$ cat config.mk
export PLATFORM = sky130hd
export DESIGN_NAME = exc_entry_seq
export DESIGN_NICKNAME = d
export VERILOG_FILES = /design/src/rtl/exc_entry_pkg.sv /design/src/rtl/exc_entry_arbiter.sv /design/src/rtl/exc_entry_vector.sv /design/src/rtl/exc_entry_regs.sv /design/src/rtl/exc_entry_seq.sv
export SDC_FILE = /design/constraint.sdc
export NUM_CORES = 1
export LEC_CHECK = 0
export BUFFER_PORTS_ARGS = -buffer_cell sky130_fd_sc_hd__buf_2
export CAP_MARGIN = 10
export CORE_MARGIN = 8
export CORE_UTILIZATION = 39
export CTS_CLUSTER_DIAMETER = 60
export DETAILED_ROUTE_END_ITERATION = 10
export GPL_TIMING_DRIVEN = 0
export PLACE_DENSITY = 0.62
export SLEW_MARGIN = 20
export SYNTH_ARGS = -nofsm -noshare
export SYNTH_HDL_FRONTEND = slang
export SYNTH_HIERARCHICAL = 1
export SYNTH_SLANG_ARGS = --single-unit
$ cat constraint.sdc
create_clock -name clk -period 5.1 [get_ports clk]
set_clock_uncertainty 0.2 [all_clocks]
set_input_delay 1.53 -clock clk [delete_from_list [all_inputs] [get_ports clk]]
set_output_delay 1.53 -clock clk [all_outputs]
set_load 0.05 [all_outputs]
$ cat src/rtl/exc_entry_pkg.sv
package exc_entry_pkg;
  typedef enum logic [1:0] {
    TAKE_NONE = 2'd0,
    TAKE_EXC  = 2'd1,
    TAKE_IRQ  = 2'd2
  } take_e;

  localparam int EC_POWER    = 'h000;
  localparam int EC_MANUAL   = 'h020;
  localparam int EC_MULTIHIT = 'h140;
  localparam int EC_MISS_RD  = 'h040;
  localparam int EC_MISS_WR  = 'h060;
  localparam int EC_TRAP     = 'h160;
  localparam int EC_UNMASKED = 'h1E0;
endpackage

$ cat src/rtl/exc_entry_arbiter.sv
module exc_entry_arbiter
  import exc_entry_pkg::*;
#(
  parameter int CODE_W = 12
) (
  input  logic              accept,
  input  logic              exc_valid,
  input  logic [CODE_W-1:0] exc_code,
  input  logic              irq_req,
  input  logic              sleep_in,
  input  logic              blk_in,
  input  logic              ic_vec_valid,
  output take_e             take,
  output logic [CODE_W-1:0] eff_code
);
  logic irq_open;

  // block bit forces a masked exception into the power-on code
  always_comb begin
    eff_code = exc_code;
    if (blk_in && exc_code != CODE_W'(EC_UNMASKED))
      eff_code = CODE_W'(EC_POWER);
  end

  assign irq_open = irq_req && !exc_valid && (!blk_in || sleep_in) && ic_vec_valid;

  always_comb begin
    take = TAKE_NONE;
    if (accept) begin
      if (exc_valid)     take = TAKE_EXC;
      else if (irq_open) take = TAKE_IRQ;
    end
  end
endmodule

$ cat src/rtl/exc_entry_vector.sv
module exc_entry_vector
  import exc_entry_pkg::*;
#(
  parameter int          XLEN       = 32,
  parameter int          CODE_W     = 12,
  parameter int          MASK_LSB   = 4,
  parameter int          MASK_W     = 4,
  parameter int          BLK_BIT    = 28,
  parameter int          BANK_BIT   = 29,
  parameter int          PRIV_BIT   = 30,
  parameter int          FPD_BIT    = 15,
  parameter int          INSN_BYTES = 2,
  parameter int          OFS_GEN    = 'h100,
  parameter int          OFS_TLB    = 'h400,
  parameter int          OFS_IRQ    = 'h600,
  parameter logic [XLEN-1:0] RESET_PC = 'hA000_0000
) (
  input  take_e             take,
  input  logic [CODE_W-1:0] eff_code,
  input  logic [CODE_W-1:0] ic_vec,
  input  logic              ds_in,
  input  logic [XLEN-1:0]   sr_in,
  input  logic [XLEN-1:0]   pc_in,
  input  logic [XLEN-1:0]   vbr_in,
  output logic [XLEN-1:0]   nxt_sr,
  output logic [XLEN-1:0]   nxt_pc,
  output logic [XLEN-1:0]   nxt_spc,
  output logic [CODE_W-1:0] nxt_evt
);
  localparam logic [XLEN-1:0] ENTRY_SET =
    (XLEN'(1) << BLK_BIT) | (XLEN'(1) << BANK_BIT) | (XLEN'(1) << PRIV_BIT);

  logic is_exc, is_irq, rst_class, tlb_class, is_trap;

  assign is_exc    = (take == TAKE_EXC);
  assign is_irq    = (take == TAKE_IRQ);
  assign rst_class = eff_code == CODE_W'(EC_POWER) || eff_code == CODE_W'(EC_MANUAL) ||
                     eff_code == CODE_W'(EC_MULTIHIT);
  assign tlb_class = eff_code == CODE_W'(EC_MISS_RD) || eff_code == CODE_W'(EC_MISS_WR);
  assign is_trap   = eff_code == CODE_W'(EC_TRAP);

  always_comb begin
    nxt_sr = sr_in | ENTRY_SET;
    if (is_exc && rst_class) begin
      nxt_sr[FPD_BIT]                = 1'b0;
      nxt_sr[MASK_LSB +: MASK_W]     = '1;
    end
  end

  always_comb begin
    nxt_spc = pc_in;
    if (ds_in)            nxt_spc = nxt_spc - XLEN'(INSN_BYTES);
    if (is_exc && is_trap) nxt_spc = nxt_spc + XLEN'(INSN_BYTES);
  end

  always_comb begin
    if (is_irq)         nxt_pc = vbr_in + XLEN'(OFS_IRQ);
    else if (rst_class) nxt_pc = RESET_PC;
    else if (tlb_class) nxt_pc = vbr_in + XLEN'(OFS_TLB);
    else                nxt_pc = vbr_in + XLEN'(OFS_GEN);
  end

  assign nxt_evt = is_irq ? ic_vec : eff_code;
endmodule

$ cat src/rtl/exc_entry_regs.sv
module exc_entry_regs
  import exc_entry_pkg::*;
#(
  parameter int XLEN   = 32,
  parameter int CODE_W = 12
) (
  input  logic              clk,
  input  logic              rst,
  input  take_e             take,
  input  logic              ds_in,
  input  logic [XLEN-1:0]   sr_in,
  input  logic [XLEN-1:0]   r15_in,
  input  logic [XLEN-1:0]   nxt_sr,
  input  logic [XLEN-1:0]   nxt_pc,
  input  logic [XLEN-1:0]   nxt_spc,
  input  logic [CODE_W-1:0] nxt_evt,
  output logic              done,
  output logic              sleep_clr,
  output logic              ds_clr,
  output logic [XLEN-1:0]   sr_out,
  output logic [XLEN-1:0]   pc_out,
  output logic [XLEN-1:0]   saved_sr,
  output logic [XLEN-1:0]   saved_pc,
  output logic [XLEN-1:0]   saved_r15,
  output logic [CODE_W-1:0] exc_event,
  output logic [CODE_W-1:0] int_event
);
  logic proceed;
  assign proceed = (take != TAKE_NONE);

  always_ff @(posedge clk) begin
    if (rst) begin
      done      <= 1'b0;
      sleep_clr <= 1'b0;
      ds_clr    <= 1'b0;
      sr_out    <= '0;
      pc_out    <= '0;
      saved_sr  <= '0;
      saved_pc  <= '0;
      saved_r15 <= '0;
      exc_event <= '0;
      int_event <= '0;
    end else begin
      done      <= proceed;
      sleep_clr <= proceed;
      ds_clr    <= proceed && ds_in;
      if (proceed) begin
        saved_sr  <= sr_in;
        saved_pc  <= nxt_spc;
        saved_r15 <= r15_in;
        sr_out    <= nxt_sr;
        pc_out    <= nxt_pc;
      end
      if (take == TAKE_EXC) exc_event <= nxt_evt;
      if (take == TAKE_IRQ) int_event <= nxt_evt;
    end
  end
endmodule

$ cat src/rtl/exc_entry_seq.sv
module exc_entry_seq
  import exc_entry_pkg::*;
#(
  parameter int XLEN     = 32,
  parameter int CODE_W   = 12,
  parameter int MASK_LSB = 4,
  parameter int MASK_W   = 4,
  parameter int BLK_BIT  = 28,
  parameter int BANK_BIT = 29,
  parameter int PRIV_BIT = 30,
  parameter int FPD_BIT  = 15,
  parameter int OFS_IRQ  = 'h600,
  parameter logic [XLEN-1:0] RESET_PC = 'hA000_0000
) (
  input  logic              clk,
  input  logic              rst,
  input  logic              accept,
  input  logic              exc_valid,
  input  logic [CODE_W-1:0] exc_code,
  input  logic              irq_req,
  input  logic              sleep_in,
  input  logic              ds_in,
  input  logic [XLEN-1:0]   sr_in,
  input  logic [XLEN-1:0]   pc_in,
  input  logic [XLEN-1:0]   vbr_in,
  input  logic [XLEN-1:0]   r15_in,
  output logic [MASK_W-1:0] imask,
  input  logic              ic_vec_valid,
  input  logic [CODE_W-1:0] ic_vec,
  output logic              done,
  output logic              sleep_clr,
  output logic              ds_clr,
  output logic [XLEN-1:0]   sr_out,
  output logic [XLEN-1:0]   pc_out,
  output logic [XLEN-1:0]   saved_sr,
  output logic [XLEN-1:0]   saved_pc,
  output logic [XLEN-1:0]   saved_r15,
  output logic [CODE_W-1:0] exc_event,
  output logic [CODE_W-1:0] int_event
);
  take_e             take;
  logic [CODE_W-1:0] eff_code, nxt_evt;
  logic [XLEN-1:0]   nxt_sr, nxt_pc, nxt_spc;

  assign imask = sr_in[MASK_LSB +: MASK_W];

  exc_entry_arbiter #(.CODE_W(CODE_W)) u_arb (
    .accept(accept), .exc_valid(exc_valid), .exc_code(exc_code),
    .irq_req(irq_req), .sleep_in(sleep_in), .blk_in(sr_in[BLK_BIT]),
    .ic_vec_valid(ic_vec_valid), .take(take), .eff_code(eff_code)
  );

  exc_entry_vector #(
    .XLEN(XLEN), .CODE_W(CODE_W), .MASK_LSB(MASK_LSB), .MASK_W(MASK_W),
    .BLK_BIT(BLK_BIT), .BANK_BIT(BANK_BIT), .PRIV_BIT(PRIV_BIT), .FPD_BIT(FPD_BIT),
    .OFS_IRQ(OFS_IRQ), .RESET_PC(RESET_PC)
  ) u_vec (
    .take(take), .eff_code(eff_code), .ic_vec(ic_vec), .ds_in(ds_in),
    .sr_in(sr_in), .pc_in(pc_in), .vbr_in(vbr_in),
    .nxt_sr(nxt_sr), .nxt_pc(nxt_pc), .nxt_spc(nxt_spc), .nxt_evt(nxt_evt)
  );

  exc_entry_regs #(.XLEN(XLEN), .CODE_W(CODE_W)) u_regs (
    .clk(clk), .rst(rst), .take(take), .ds_in(ds_in), .sr_in(sr_in), .r15_in(r15_in),
    .nxt_sr(nxt_sr), .nxt_pc(nxt_pc), .nxt_spc(nxt_spc), .nxt_evt(nxt_evt),
    .done(done), .sleep_clr(sleep_clr), .ds_clr(ds_clr), .sr_out(sr_out),
    .pc_out(pc_out), .saved_sr(saved_sr), .saved_pc(saved_pc), .saved_r15(saved_r15),
    .exc_event(exc_event), .int_event(int_event)
  );

  // exception entry completes and leaves the interrupt record alone
  a_r1_exc_wins: assert property (@(posedge clk) disable iff (rst)
    accept && exc_valid |=> done && $stable(int_event));

  // masked exception lands on the reset address with code zero
  a_r2_masked_to_reset: assert property (@(posedge clk) disable iff (rst)
    accept && exc_valid && sr_in[BLK_BIT] && exc_code != CODE_W'(EC_UNMASKED)
    |=> exc_event == '0 && pc_out == RESET_PC);

  // blocked interrupt outside sleep changes nothing
  a_r3_blocked_irq: assert property (@(posedge clk) disable iff (rst)
    accept && !exc_valid && sr_in[BLK_BIT] && !sleep_in
    |=> !done && $stable(pc_out) && $stable(int_event));

  // no vector from the controller means no entry
  a_r4_no_vector: assert property (@(posedge clk) disable iff (rst)
    accept && !exc_valid && !ic_vec_valid |=> !done && $stable(saved_pc));

  // shadow copies hold the context of the accept cycle
  a_r5_shadow: assert property (@(posedge clk) disable iff (rst)
    done |-> saved_r15 == $past(r15_in) && saved_sr == $past(sr_in) &&
             sr_out[BLK_BIT] && sr_out[PRIV_BIT] && sr_out[BANK_BIT]);

  // accepted interrupt takes the controller vector and the interrupt slot
  a_r10_irq_entry: assert property (@(posedge clk) disable iff (rst)
    accept && !exc_valid && irq_req && ic_vec_valid && (!sr_in[BLK_BIT] || sleep_in)
    |=> done && int_event == $past(ic_vec) && pc_out == $past(vbr_in) + XLEN'(OFS_IRQ));

  // no accept, no done
  a_r11_idle: assert property (@(posedge clk) disable iff (rst)
    !accept |=> !done && $stable(pc_out));
endmodule

# Word level (Yosys, flattened, before mapping)

Cells that the tools add are included.

Mux-type cells: 12
Eq/ne operators: 8
Reduce and logical (&&, ||, !) cells: 15
Add/subtract/negate cells: 5

Operators with widths:

| kind                                                    | count |
|---|---|
| two-way mux 32 bit                                      | 5 |
| adder 32 x 11 -> 32 bit (second input constant)         | 2 |
| adder 32 x 2 -> 32 bit (second input constant)          | 1 |
| adder 32 x 9 -> 32 bit (second input constant)          | 1 |
| subtractor 32 x 2 -> 32 bit (second input constant)     | 1 |
| == test 12 x 7 -> 1 bit (second input constant)         | 2 |
| == test 12 x 9 -> 1 bit (second input constant)         | 2 |
| two-way mux 12 bit                                      | 2 |
| == test 12 x 6 -> 1 bit (second input constant)         | 1 |
| zero test 12 bit                                        | 1 |
| inequality test 12 x 9 -> 1 bit (second input constant) | 1 |
| logical AND 1 bit                                       | 7 |
| two-way mux 2 bit                                       | 3 |
| logical OR 1 bit                                        | 4 |
| two-way mux 4 bit                                       | 1 |
| == test 2 x 1 -> 1 bit (second input constant)          | 1 |
| == test 2 bit (second input constant)                   | 1 |
| zero test 1 bit                                         | 2 |
| nonzero test 2 bit                                      | 1 |
| two-way mux 1 bit                                       | 1 |

Logic and storage cells: 49
Output and inout bits: 191
Input bits: 160
Bits in registers: 186

# Logic depth before layout (Yosys ltp)

Word-level depth: 10
Gate-level depth with buffers: 15
Depth with buffers taken out: 12

# Hierarchy

The synthesis kept the hierarchy.

By module, submodules not included:

| module            | cells each | area each (sq um) | seq. area each (sq um) | times used |
|---|---|---|---|---|
| exc_entry_regs    | 828        | 7707.4            | 3723.6                 | 1 |
| exc_entry_vector  | 511        | 3199.3            | 0.0                    | 1 |
| exc_entry_arbiter | 27         | 187.7             | 0.0                    | 1 |
| exc_entry_seq     | 4          | 30.0              | 0.0                    | 1 |

# Worst setup path after synthesis

No wires, ideal clock.

Kind: in2reg
Start: input exc_code[0]
End: register u_regs.saved_pc[30]
Arrival: 4.580 ns
Library setup time: 0.070 ns
Buffers on the path: 0
Stages: 10
Slack: 0.249 ns
Data required time: 4.830 ns
Cell sequence: or4b_4 o41ai_1 and3_1 and4_1 or4b_1 nand4bb_2 and4bb_1 xnor2_1 o21ai_0 a21oi_1

Word-level cells in the longest chain between the ends: 6

Ends and longest elaborated chain:

| element                         | line                    | RTL |
|---|---|---|
| start: declaration              | exc_entry_seq.sv:19     | `input logic [CODE_W-1:0] exc_code,` |
| inequality test 12 x 9 -> 1 bit | exc_entry_arbiter.sv:21 | `if (blk_in && exc_code != CODE_W'(EC_UNMASKED))` |
| logical AND 1 bit               | exc_entry_arbiter.sv:21 |  |
| two-way mux 12 bit              | exc_entry_arbiter.sv:21 |  |
| named net eff_code[6]           | exc_entry_seq.sv:42     | `logic [CODE_W-1:0] eff_code, nxt_evt;` |
| == test 12 x 9 -> 1 bit         | exc_entry_vector.sv:40  | `assign is_trap = eff_code == CODE_W'(EC_TRAP);` |
| logical AND 1 bit               | exc_entry_vector.sv:53  | `if (is_exc && is_trap) nxt_spc = nxt_spc + XLEN'(INSN_BYTES);` |
| two-way mux 32 bit              | exc_entry_vector.sv:53  |  |
| named net nxt_spc[30]           | exc_entry_seq.sv:43     | `logic [XLEN-1:0] nxt_sr, nxt_pc, nxt_spc;` |
| end signal: assignment          | exc_entry_regs.sv:49    | `saved_pc <= nxt_spc;` |
| end: declaration                | exc_entry_regs.sv:23    | `output logic [XLEN-1:0] saved_pc,` |

The timed path passes the listed nets, and every way through them passes these cells.
A chain may end at the register's enable or synchronous reset.

# Worst setup path in the final report

Start: input exc_code[11]
End: register u_regs.saved_pc[12]

The elaborated chain is that of the path after synthesis.

==> results.md <==
* Initial antenna violation count at 5
* Critical Path RT at 5.25 ns
* Leakage at 5.86 nW
* Synth unique cells at 85
* Setup TNS at 0 ns
* Number of buffers added on ports at 337
* Routed vias at 11400
* Final setup viols at 0
* DP Wirelength at 31.5 mm
* Synthesis-stage register bit count at 186
* Register area share after synthesis at 0.335
* CTS tree: done
* Arrival @ worst endpoint at 5.10 ns
* Placed inst area at 13300 um^2
* Total Power at 3.81 mW
* I/O pins at 351
* Syn_area_per_cell at 8.12 um^2
* Worst Hold Class: flip-flop to flip-flop
* First-pass GRT wire length at 62.6 mm
* Final Util at 0.491
* Die W at 185 um
* CTS sink cnt at 186
* Mapped cell area at 11100 um^2
* GRT Resource Usage Total at 0.230
* DRC errors left at 0
* Final hold violation count at 0
* First-pass iteration count of the detailed router at 5
* Vias in the first global route at 11200
* Gate Count Post-Synth at 1370
* Critical path type: input pin to flip-flop
* Min-Delay Startpoint: u_regs/exc_event[4]$_SDFFE_PP0N_
* Chip height at 185 um
* Pwr/cell area at 273 nW/um^2
* Placeable Area at 28400 um^2
* Ys async rst share at 0
* Worst slew margin at 0.462
* Crit end category: flip-flop
* Gr ovfl total at 0
* Fin. max-slew vios at 0
* H-tree levels at 4
* Detail Route Antenna Nets at 0
* Layout net count at 1895
* Initial Util at 0.392
* GPL Wtd Cong at 0.900
* FP Rows at 62
* Clk Tree Root Cell: clkbuf_16
* Post-CTS Hold Buffers at 0
* Final Cell Area at 13900 um^2
* Inserted Clock Buffers at 17
* Status: completed
* Main flop type after synthesis: dfxtp_1
* Placed Cells at 2093
* Max stage delay on crit path at 0.67 ns
* RR Startpoint: u_regs/saved_r15[31]$_SDFFE_PP0P_
* Unrepaired setup endpoints after global routing: false
* Setup Buffers After CTS at 0
* Placement-stage worst setup slack at -0.562 ns
* Die area at 34200 um^2
* Share of cells above drive strength 1 at 0.268
* Largest net degree at the start of global routing at 19
* Post-route insts no fill at 2127
* Critical path's most frequent cell: or4b_1
* Slowest cell on the critical path: or4b_1
* CP cell instances: buf_2 -> or4b_1 -> o32ai_2 -> and3_1 -> and4_1 -> or4b_1 -> nor3_2 -> mux2i_1 -> o21ai_1 -> xnor2_1 -> o21ai_0 -> a21oi_1
* CTS Buffer Depth at 2
* Final Hold Slack at 0.276 ns
* Layout overhead on the synthesized area at 25.3%
* CP max FO at 6
* Crit. Startpoint: exc_code[11]
* Period utilization at 0.972
* Max_cap viols at 0
* Clk Latency, worst-skew pair at 0.43 ns
* Worst-Margin Slew at 0.806 ns
* Total wire length at 41.1 mm
* Maximum VDD drop at 0.203 mV
* Worst setup SP type: input pin
* Setup ws final at 0.143 ns
* Via-to-Cell Ratio at 5.35
* Final min period at 4.96 ns
* Routed WL per cell at 19.3 um
* Syn. warnings at 6
* Max Clk Rate at 0.202 GHz
* Initial DRC Count at 770
* Clock-pin slew on the worst setup and hold paths at 0.08 ns
* Number of synthesized flops with an enable pin at 0
==> synthesized netlist by cell type, types with 3 or more instances <==
cell,n,area [um^2]
a21oi_1,186,931
a22oi_1,4,30.0
a31oi_1,14,87.6
and2_1,4,25.0
and3_1,12,75.1
and4_1,4,35.0
buf_2,11,55.1
buf_4,35,263
buf_6,13,146
clkbuf_1,92,345
dfxtp_1,186,3720
ha_1,7,87.6
inv_1,15,56.3
mux2i_1,32,320
nand2_1,89,334
nand2b_1,45,282
nand3_1,12,60.1
nand4_1,9,56.3
nand4b_1,4,35.0
nor2_1,45,169
nor2b_1,23,144
nor3_1,22,110
nor3_2,3,30.0
nor4_1,6,37.5
o21ai_0,187,936
o22ai_1,5,31.3
o31ai_1,3,22.5
o41ai_1,3,26.3
or2_2,9,56.3
or2b_1,4,30.0
or3_1,6,37.5
or3b_1,159,1390
xnor2_1,39,342
xor2_1,18,158
==> power breakdown <==
group	switching [mW]	leakage (nW)	internal [mW]
Combinational	0.584	4.04	0.274
Clock	0.675	0.292	0.713
Sequential	0.0364	1.52	1.52
==> timing repair <==
item                                    in CTS  in global routing
resized for setup                            1                  6
endpoints found under the setup margin       4                 13
cloned                                       0                  0
==> worst max-delay path, delay by kind of cell <==
kind,cells,cell delay [ns]
and+or+nand+nor,5,2.30
AOI/OAI and AO/OA,4,0.79
muxes,1,0.23
xor gates and xnor gates,1,0.14
buffers and inverters,1,0.11
==> cell families after synthesis <==
family,Yosys count,synth area share
simple gates,486,0.292
compound gates,430,0.207
flops,186,0.335
buf+inv,170,0.0818
xor+xnor,58,0.0474
mux,32,0.0288
fa+ha+maj,7,0.00787
other cells,1,0.000337
==> cells in the final DEF (no fill, tap or decap), drive strengths merged, types with 8 or more instances in the layout <==
cell    instances
nand2          89
nor2           46
nor2b          24
clkbuf        111
nand4           9
and3           12
a21oi         186
xor2           18
or2            11
a31oi          14
buf           399
mux2i          32
nor4            8
nand3          12
xnor2          40
inv            22
or3             8
nor3           25
or3b          160
dfxtp         186
nand2b         45
o21ai         188
==> path summary, 6_finish.rpt <==
check / end / slack, ns / cells past startpoint
setup / recovery: u_regs/saved_pc[12]$_SDFFE_PP0P_ / 0.14 / 12
hold / removal: u_regs/exc_event[4]$_SDFFE_PP0N_ / 0.28 / 2
setup reg to reg: u_regs/saved_r15[31]$_SDFFE_PP0P_ / 3.82 / 2
hold reg to reg: u_regs/exc_event[4]$_SDFFE_PP0N_ / 0.28 / 2
==> metal layers <==
layer | GRT usage | vias up | wire length, um
met3 | 0.0636 | 50 | 3430
met4 | 0.0691 | 6 | 894
met5 | 0 | - | 32
met1 | 0.284 | 5348 | 17800
li1 | - | 5577 | -
met2 | 0.385 | 400 | 19000
==> registers in the layout, summed over array words and instances (netlist names) <==
register          flops
u_regs/saved_pc      32
u_regs/pc_out        32
u_regs/sr_out        32
u_regs/ds_clr         1
u_regs/saved_r15     32
u_regs/saved_sr      32
u_regs/int_event     12
u_regs/exc_event     12
u_regs/sleep_clr      1
==> layout make-up <==
cell class,instances,area (um^2)
Timing Repair Buffer,337,1690
Fill cell,2899,14500
Multi-Input combinational cell,1016,6530
Tap cell,384,480
Clock buffer,18,439
Buffer,155,855
Clock inverter,14,156
Inverter,15,56.3
Antenna cell,2,5.00
Sequential cell,186,3720
Note: power is estimated with default switching activity, not from simulation.
